==> config.mk <==
export PLATFORM = sky130hd
export DESIGN_NAME = vreg_remap
export DESIGN_NICKNAME = d
export VERILOG_FILES = /design/src/rtl/vrm_pkg.sv /design/src/rtl/vrm_table.sv /design/src/rtl/vrm_xlate.sv /design/src/rtl/vreg_remap.sv
export SDC_FILE = /design/constraint.sdc
export NUM_CORES = 2
export LEC_CHECK = 0
export BUFFER_PORTS_ARGS = -buffer_cell sky130_fd_sc_hd__clkbuf_2
export CAP_MARGIN = 40
export CORE_MARGIN = 3
export CORE_UTILIZATION = 45
export DETAILED_ROUTE_END_ITERATION = 8
export PLACE_DENSITY = 0.58
export SLEW_MARGIN = 20
export SYNTH_ARGS = -nofsm -noshare
export SYNTH_HDL_FRONTEND = slang
export SYNTH_SLANG_ARGS = --single-unit
export TNS_END_PERCENT = 20
==> constraint.sdc <==
create_clock -name clk -period 4.75 [get_ports clk]
set_input_delay 0.475 -clock clk [delete_from_list [all_inputs] [get_ports clk]]
set_output_delay 0.475 -clock clk [all_outputs]
set_load 0.02 [all_outputs]
==> src/rtl/vrm_pkg.sv <==
package vrm_pkg;
    localparam int NUM_CLASSES = 2;

    typedef enum logic [1:0] {
        KIND_IDENT  = 2'd0,
        KIND_SCALAR = 2'd1,
        KIND_VECTOR = 2'd2
    } map_kind_e;
endpackage

==> src/rtl/vrm_table.sv <==
module vrm_table #(
    parameter int ARCH_W   = 5,
    parameter int PHYS_W   = 6,
    parameter int EW_W     = 2,
    parameter int CLASS_ID = 0
) (
    input  logic              clk,
    input  logic              rst_n,
    input  logic              wr_en,
    input  logic              wr_cls,
    input  logic [ARCH_W-1:0] wr_idx,
    input  logic              wr_act,
    input  logic              wr_vec,
    input  logic [EW_W-1:0]   wr_ew,
    input  logic [PHYS_W-1:0] wr_tgt,
    input  logic [ARCH_W-1:0] a_idx,
    output logic              a_act,
    output logic              a_vec,
    output logic [EW_W-1:0]   a_ew,
    output logic [PHYS_W-1:0] a_tgt,
    input  logic [ARCH_W-1:0] b_idx,
    output logic              b_act,
    output logic              b_vec
);
    localparam int DEPTH = 1 << ARCH_W;

    typedef struct packed {
        logic [DEPTH-1:0]             act;
        logic [DEPTH-1:0]             vec;
        logic [DEPTH-1:0][EW_W-1:0]   ew;
        logic [DEPTH-1:0][PHYS_W-1:0] tgt;
    } tbl_t;

    tbl_t tbl_d, tbl_q;
    logic sel_me;

    assign sel_me = (wr_cls == CLASS_ID[0]);

    always_comb begin
        tbl_d = tbl_q;
        if (wr_en && sel_me) begin
            tbl_d.act[wr_idx] = wr_act;
            tbl_d.vec[wr_idx] = wr_vec;
            tbl_d.ew[wr_idx]  = wr_ew;
            tbl_d.tgt[wr_idx] = wr_tgt;
        end
    end

    always_ff @(posedge clk) begin
        if (!rst_n) begin
            tbl_q <= '0;
        end else begin
            tbl_q <= tbl_d;
        end
    end

    assign a_act = tbl_q.act[a_idx];
    assign a_vec = tbl_q.vec[a_idx];
    assign a_ew  = tbl_q.ew[a_idx];
    assign a_tgt = tbl_q.tgt[a_idx];
    assign b_act = tbl_q.act[b_idx];
    assign b_vec = tbl_q.vec[b_idx];
endmodule

==> src/rtl/vrm_xlate.sv <==
module vrm_xlate
    import vrm_pkg::*;
#(
    parameter int ARCH_W = 5,
    parameter int PHYS_W = 6,
    parameter int EW_W   = 2
) (
    input  logic              ent_act,
    input  logic              ent_vec,
    input  logic [EW_W-1:0]   ent_ew,
    input  logic [PHYS_W-1:0] ent_tgt,
    input  logic [ARCH_W-1:0] arch,
    input  logic              off_vld,
    input  logic [PHYS_W-1:0] off,
    output map_kind_e         kind,
    output logic [PHYS_W-1:0] phys,
    output logic [PHYS_W-1:0] off_nxt,
    output logic              ovf,
    output logic              exc
);
    logic [PHYS_W-1:0] off_eff;
    logic [PHYS_W:0]   sum;

    always_comb begin
        off_eff = off_vld ? off : '0;
        sum     = {1'b0, ent_tgt} + {1'b0, off_eff};
        exc     = (ent_ew != '0);
        if (!ent_act) begin
            kind = KIND_IDENT;
        end else if (!ent_vec) begin
            kind = KIND_SCALAR;
        end else begin
            kind = KIND_VECTOR;
        end
        unique case (kind)
            KIND_SCALAR: begin
                phys    = ent_tgt;
                off_nxt = off;
                ovf     = 1'b0;
            end
            KIND_VECTOR: begin
                phys    = sum[PHYS_W-1:0];
                off_nxt = off_eff + PHYS_W'(1);
                ovf     = sum[PHYS_W];
            end
            default: begin
                phys    = {{(PHYS_W-ARCH_W){1'b0}}, arch};
                off_nxt = off;
                ovf     = 1'b0;
            end
        endcase
    end
endmodule

==> src/rtl/vreg_remap.sv <==
module vreg_remap
    import vrm_pkg::*;
#(
    parameter int ARCH_W = 5,
    parameter int PHYS_W = 6,
    parameter int EW_W   = 2
) (
    input  logic              clk,
    input  logic              rst_n,
    input  logic              wr_en,
    input  logic              wr_fp,
    input  logic [ARCH_W-1:0] wr_idx,
    input  logic              wr_act,
    input  logic              wr_vec,
    input  logic [EW_W-1:0]   wr_ew,
    input  logic [PHYS_W-1:0] wr_tgt,
    input  logic              req_valid,
    input  logic              req_fp,
    input  logic [ARCH_W-1:0] req_reg,
    input  logic              req_off_vld,
    input  logic [PHYS_W-1:0] req_off,
    input  logic              qry_fp,
    input  logic [ARCH_W-1:0] qry_reg,
    output logic              rsp_valid,
    output logic [PHYS_W-1:0] rsp_phys,
    output logic [PHYS_W-1:0] rsp_off,
    output logic              rsp_vec,
    output logic              rsp_exc,
    output logic              rsp_ovf,
    output logic              qry_vec
);
    typedef struct packed {
        logic              valid;
        logic [PHYS_W-1:0] phys;
        logic [PHYS_W-1:0] off;
        logic              vec;
        logic              exc;
        logic              ovf;
    } rsp_t;

    logic [NUM_CLASSES-1:0]             a_act, a_vec, b_act, b_vec;
    logic [NUM_CLASSES-1:0][EW_W-1:0]   a_ew;
    logic [NUM_CLASSES-1:0][PHYS_W-1:0] a_tgt;

    for (genvar g = 0; g < NUM_CLASSES; g++) begin : g_cls
        vrm_table #(
            .ARCH_W  (ARCH_W),
            .PHYS_W  (PHYS_W),
            .EW_W    (EW_W),
            .CLASS_ID(g)
        ) u_tbl (
            .clk   (clk),
            .rst_n (rst_n),
            .wr_en (wr_en),
            .wr_cls(wr_fp),
            .wr_idx(wr_idx),
            .wr_act(wr_act),
            .wr_vec(wr_vec),
            .wr_ew (wr_ew),
            .wr_tgt(wr_tgt),
            .a_idx (req_reg),
            .a_act (a_act[g]),
            .a_vec (a_vec[g]),
            .a_ew  (a_ew[g]),
            .a_tgt (a_tgt[g]),
            .b_idx (qry_reg),
            .b_act (b_act[g]),
            .b_vec (b_vec[g])
        );
    end

    map_kind_e         x_kind;
    logic [PHYS_W-1:0] x_phys, x_off;
    logic              x_ovf, x_exc;

    vrm_xlate #(
        .ARCH_W(ARCH_W),
        .PHYS_W(PHYS_W),
        .EW_W  (EW_W)
    ) u_xlate (
        .ent_act(a_act[req_fp]),
        .ent_vec(a_vec[req_fp]),
        .ent_ew (a_ew[req_fp]),
        .ent_tgt(a_tgt[req_fp]),
        .arch   (req_reg),
        .off_vld(req_off_vld),
        .off    (req_off),
        .kind   (x_kind),
        .phys   (x_phys),
        .off_nxt(x_off),
        .ovf    (x_ovf),
        .exc    (x_exc)
    );

    rsp_t rsp_d, rsp_q;

    always_comb begin
        rsp_d       = rsp_q;
        rsp_d.valid = req_valid;
        if (req_valid) begin
            rsp_d.phys = x_phys;
            rsp_d.off  = x_off;
            rsp_d.vec  = (x_kind == KIND_VECTOR);
            rsp_d.exc  = x_exc;
            rsp_d.ovf  = x_ovf;
        end
    end

    always_ff @(posedge clk) begin
        if (!rst_n) begin
            rsp_q <= '0;
        end else begin
            rsp_q <= rsp_d;
        end
    end

    assign rsp_valid = rsp_q.valid;
    assign rsp_phys  = rsp_q.phys;
    assign rsp_off   = rsp_q.off;
    assign rsp_vec   = rsp_q.vec;
    assign rsp_exc   = rsp_q.exc;
    assign rsp_ovf   = rsp_q.ovf;
    assign qry_vec   = b_act[qry_fp] & b_vec[qry_fp];
endmodule

==> impl_metrics.ini <==
[die]
initial_core_util = 0.456
die_area_um2 = 71700
row_count = 95
ioPinCount = 56
fp.dieW_um = 268
fp.coreArea_um2 = 67500
die_h_um = 268

[sta]
maxSlewHeadroom = 0.327
whs_ns = 0.171
finalCritPeriodShare = 0.769
hold_viol = 0
period_needed_ns = 3.65
fmax_ghz = 0.274
worst_pin_slew_ns = 1.01
fin_skew_ns = 0.0274
rsz0062_at_grt = false
finalSetupViolCount = 0
worst_slack_ns = 1.10
slew_violations = 0
tns_ns = 0

[clock_network]
cts.path.max_buffers = 3
cts_tree = yes
root_buffer = clkbuf_16
postCtsResizedCells = 0
clk_transition_reported_paths_ns = 0.06
post-cts-setup-buffers = 0
hold_buffers = 0
cts.htree.levels = 3
cts_buffers = 75
cts_sinks = 656
clk_latency_ns = 0.62

[logic_synthesis]
synthXorXnorAreaFrac = 0.00114
syn_area_per_cell_um2 = 8.63
ys_ff_latch = 656
synth_adder_area_share = 0.00349
ys_async_sr_fraction = 0
synthMuxAreaShare = 0.125
ys.warnings.count = 0
syn_nets = 3618
synth_compound_area_frac = 0.185
synth.area.top_cells = dfxtp_1 43%, a21boi_0 15%, nand2_1 15%, mux4_2 12%, nand3_1 4.1%
synth_seq_area_share = 0.426
ys_types = 62
synth-simple-area-share = 0.218
yosysMostFrequentCell = nand2_1
yosysTopAreaCell = dfxtp_1
syn_area_um2 = 30800
synth_commonest_cells = 1209 x nand2_1, 656 x dfxtp_1, 629 x a21boi_0
synth_flop_cell = dfxtp_1
netlist_instances = 3571
synth_top_area_share = 0.426
synth_top_family_by_area = simple AND/OR/NAND/NOR gates
synth_edf_count = 0

[flow_run]
max_cap_violations = 0

[routing]
post-route-drc-count = 0
vias = 26700
route.final.wire_length_mm = 108
dr.pass1.iters = 5
wire_per_inst_um = 24.3
ant_nets = 0
drt_iter0_drc = 2900
avgViaCountPerCell = 5.99

[placement]
place_ws_ns = 0.486
dp_hpwl_mm = 73.1
gp_congestion = 0.903
postPlaceCellArea_um2 = 31900
port_buffers = 55

[critical_path]
critPathSlowestCell = mux4_2
startpoint = req_reg[0]
worstSetupEndpointType = flop
ff2ff_setup_slack_ns = 1.39
cp_cell_sequence = clkbuf_8, buf_12, buf_12, mux4_2, mux4_2, nor2b_1, a2bb2oi_1, ha_1, a21o_1, a21oi_1, o21bai_1, a21oi_1, xnor2_1, mux2i_1, o21ai_1
r2r-start = g_cls[1].u_tbl.tbl_q[186]$_SDFFE_PN0P_
critPathTopFamily = multiplexers
path_class = in -> reg
reg2reg_to = rsp_ovf$_SDFFE_PN0P_
critPathArrivalTime_ns = 4.20
r2r.worst_path.cells = 14
critical_path.startpoint_type = primary input
path_buf_inv = 3
worst_ep_required_time_ns = 5.30
cpPeakStageDelay_ns = 0.52
critPathMaxFanout = 32

[grt]
first_global_vias = 25700
grt_overflow = 0
grt_start_max_net_pins = 238
grt_usage = 0.300
antenna_found_initial = 2
grt_pass1_wl_mm = 163

[power]
power_mw = 12.5
power_density_nw_per_um2 = 361
ir_worst_vdd_uv = 239
p_leak_nw = 11.1

[min_path]
min_delay_worst_endpoint = rsp_off[0]$_SDFFE_PN0P_
min-delay-path-class = in -> reg
hp-start = req_off[0]
hold_depth = 3

[cells_and_area]
nets = 3577
syn_to_final_growth_pct = 12.5
antenna_cells = 0
drive_gt1_frac = 0.130
stdcell_area_um2 = 34700

[status]
outcome = finished, final reports clean
==> worst max-delay path by stage <==
stage / endpoint / cells past startpoint
after global placement: rsp_phys[5]$_SDFFE_PN0P_ / 15
after CTS: rsp_phys[5]$_SDFFE_PN0P_ / 15
after floorplan: rsp_ovf$_SDFFE_PN0P_ / 17
after global routing: rsp_phys[5]$_SDFFE_PN0P_ / 15
final: rsp_phys[5]$_SDFFE_PN0P_ / 15
after detailed placement: rsp_phys[5]$_SDFFE_PN0P_ / 15
==> layer usage <==
metal | wire length [µm] | track usage
met1 | 46200 | 0.421
met2 | 49200 | 0.473
met3 | 9220 | 0.0417
met4 | 3710 | 0.113
met5 | 12 | 0
==> report_power, final <==
group          switching, mW  internal [mW]
registers             0.0240           5.53
logic                  0.582          0.290
clock network           2.43           3.65
total                   3.04           9.47
==> cell usage in the layout (no fill, tap or decap), types with 13 or more instances in the layout <==
| master | n |
|---|---|
| clkinv_2 | 16 |
| and2_1 | 14 |
| a21oi_1 | 40 |
| clkbuf_16 | 78 |
| nor2_1 | 86 |
| mux4_2 | 159 |
| clkbuf_1 | 14 |
| buf_12 | 14 |
| clkbuf_8 | 18 |
| nand3_1 | 252 |
| mux2i_1 | 18 |
| nor3_1 | 38 |
| a21boi_0 | 629 |
| a21boi_1 | 13 |
| buf_4 | 87 |
| clkbuf_2 | 47 |
| dfxtp_1 | 656 |
| nand2_1 | 1209 |
| o21ai_0 | 39 |
==> worst reg2reg max path: stages (launching register included) <==
cell and delay, ns:
dfxtp_1 0.31, mux4_2 0.46, mux2_2 0.32, o221ai_1 0.38, nor2_1 0.10, a2bb2oi_1 0.16
ha_1 0.26, fa_1 0.47, a21oi_1 0.17, nor2_1 0.07, nor2_1 0.08, nor2b_1 0.06
o21a_1 0.17, o211ai_1 0.14, a21boi_0 0.09
==> registers in the layout, summed over array words and instances, names as in the netlist <==
| name | flops |
|---|---|
| rsp_phys | 6 |
| rsp_valid | 1 |
| rsp_off | 6 |
| rsp_ovf | 1 |
| g_cls.u_tbl.tbl_q | 640 |
| rsp_exc | 1 |
| rsp_vec | 1 |
==> area by class of cell <==
class                      instances  area [µm²]
inverter                           6        23.8
timing repair buffer             162        1340
fill                            6169       32900
clock inverter                    28         358
sequential                       656       13100
clock buffer                     108        2220
multi-input combinational       2629       16500
tap                              873        1090
==> cell families (layout without fill, tap and decap cells) <==
kind of cell	Yosys count	after routing
buf+inv	286	304
fa+ha+maj	8	8
xor+xnor	4	4
flops	656	656
simple gates	1652	1652
compound gates	782	782
mux	183	183
==> metrics by stage <==
stage	std cells	utilization
finish	4462	0.513
global route	4462	0.513
CTS	4451	0.511
detailed placement	4315	0.473
global placement	4286	0.468
floorplan	3571	-
Note: power is estimated with default switching activity, not from simulation.
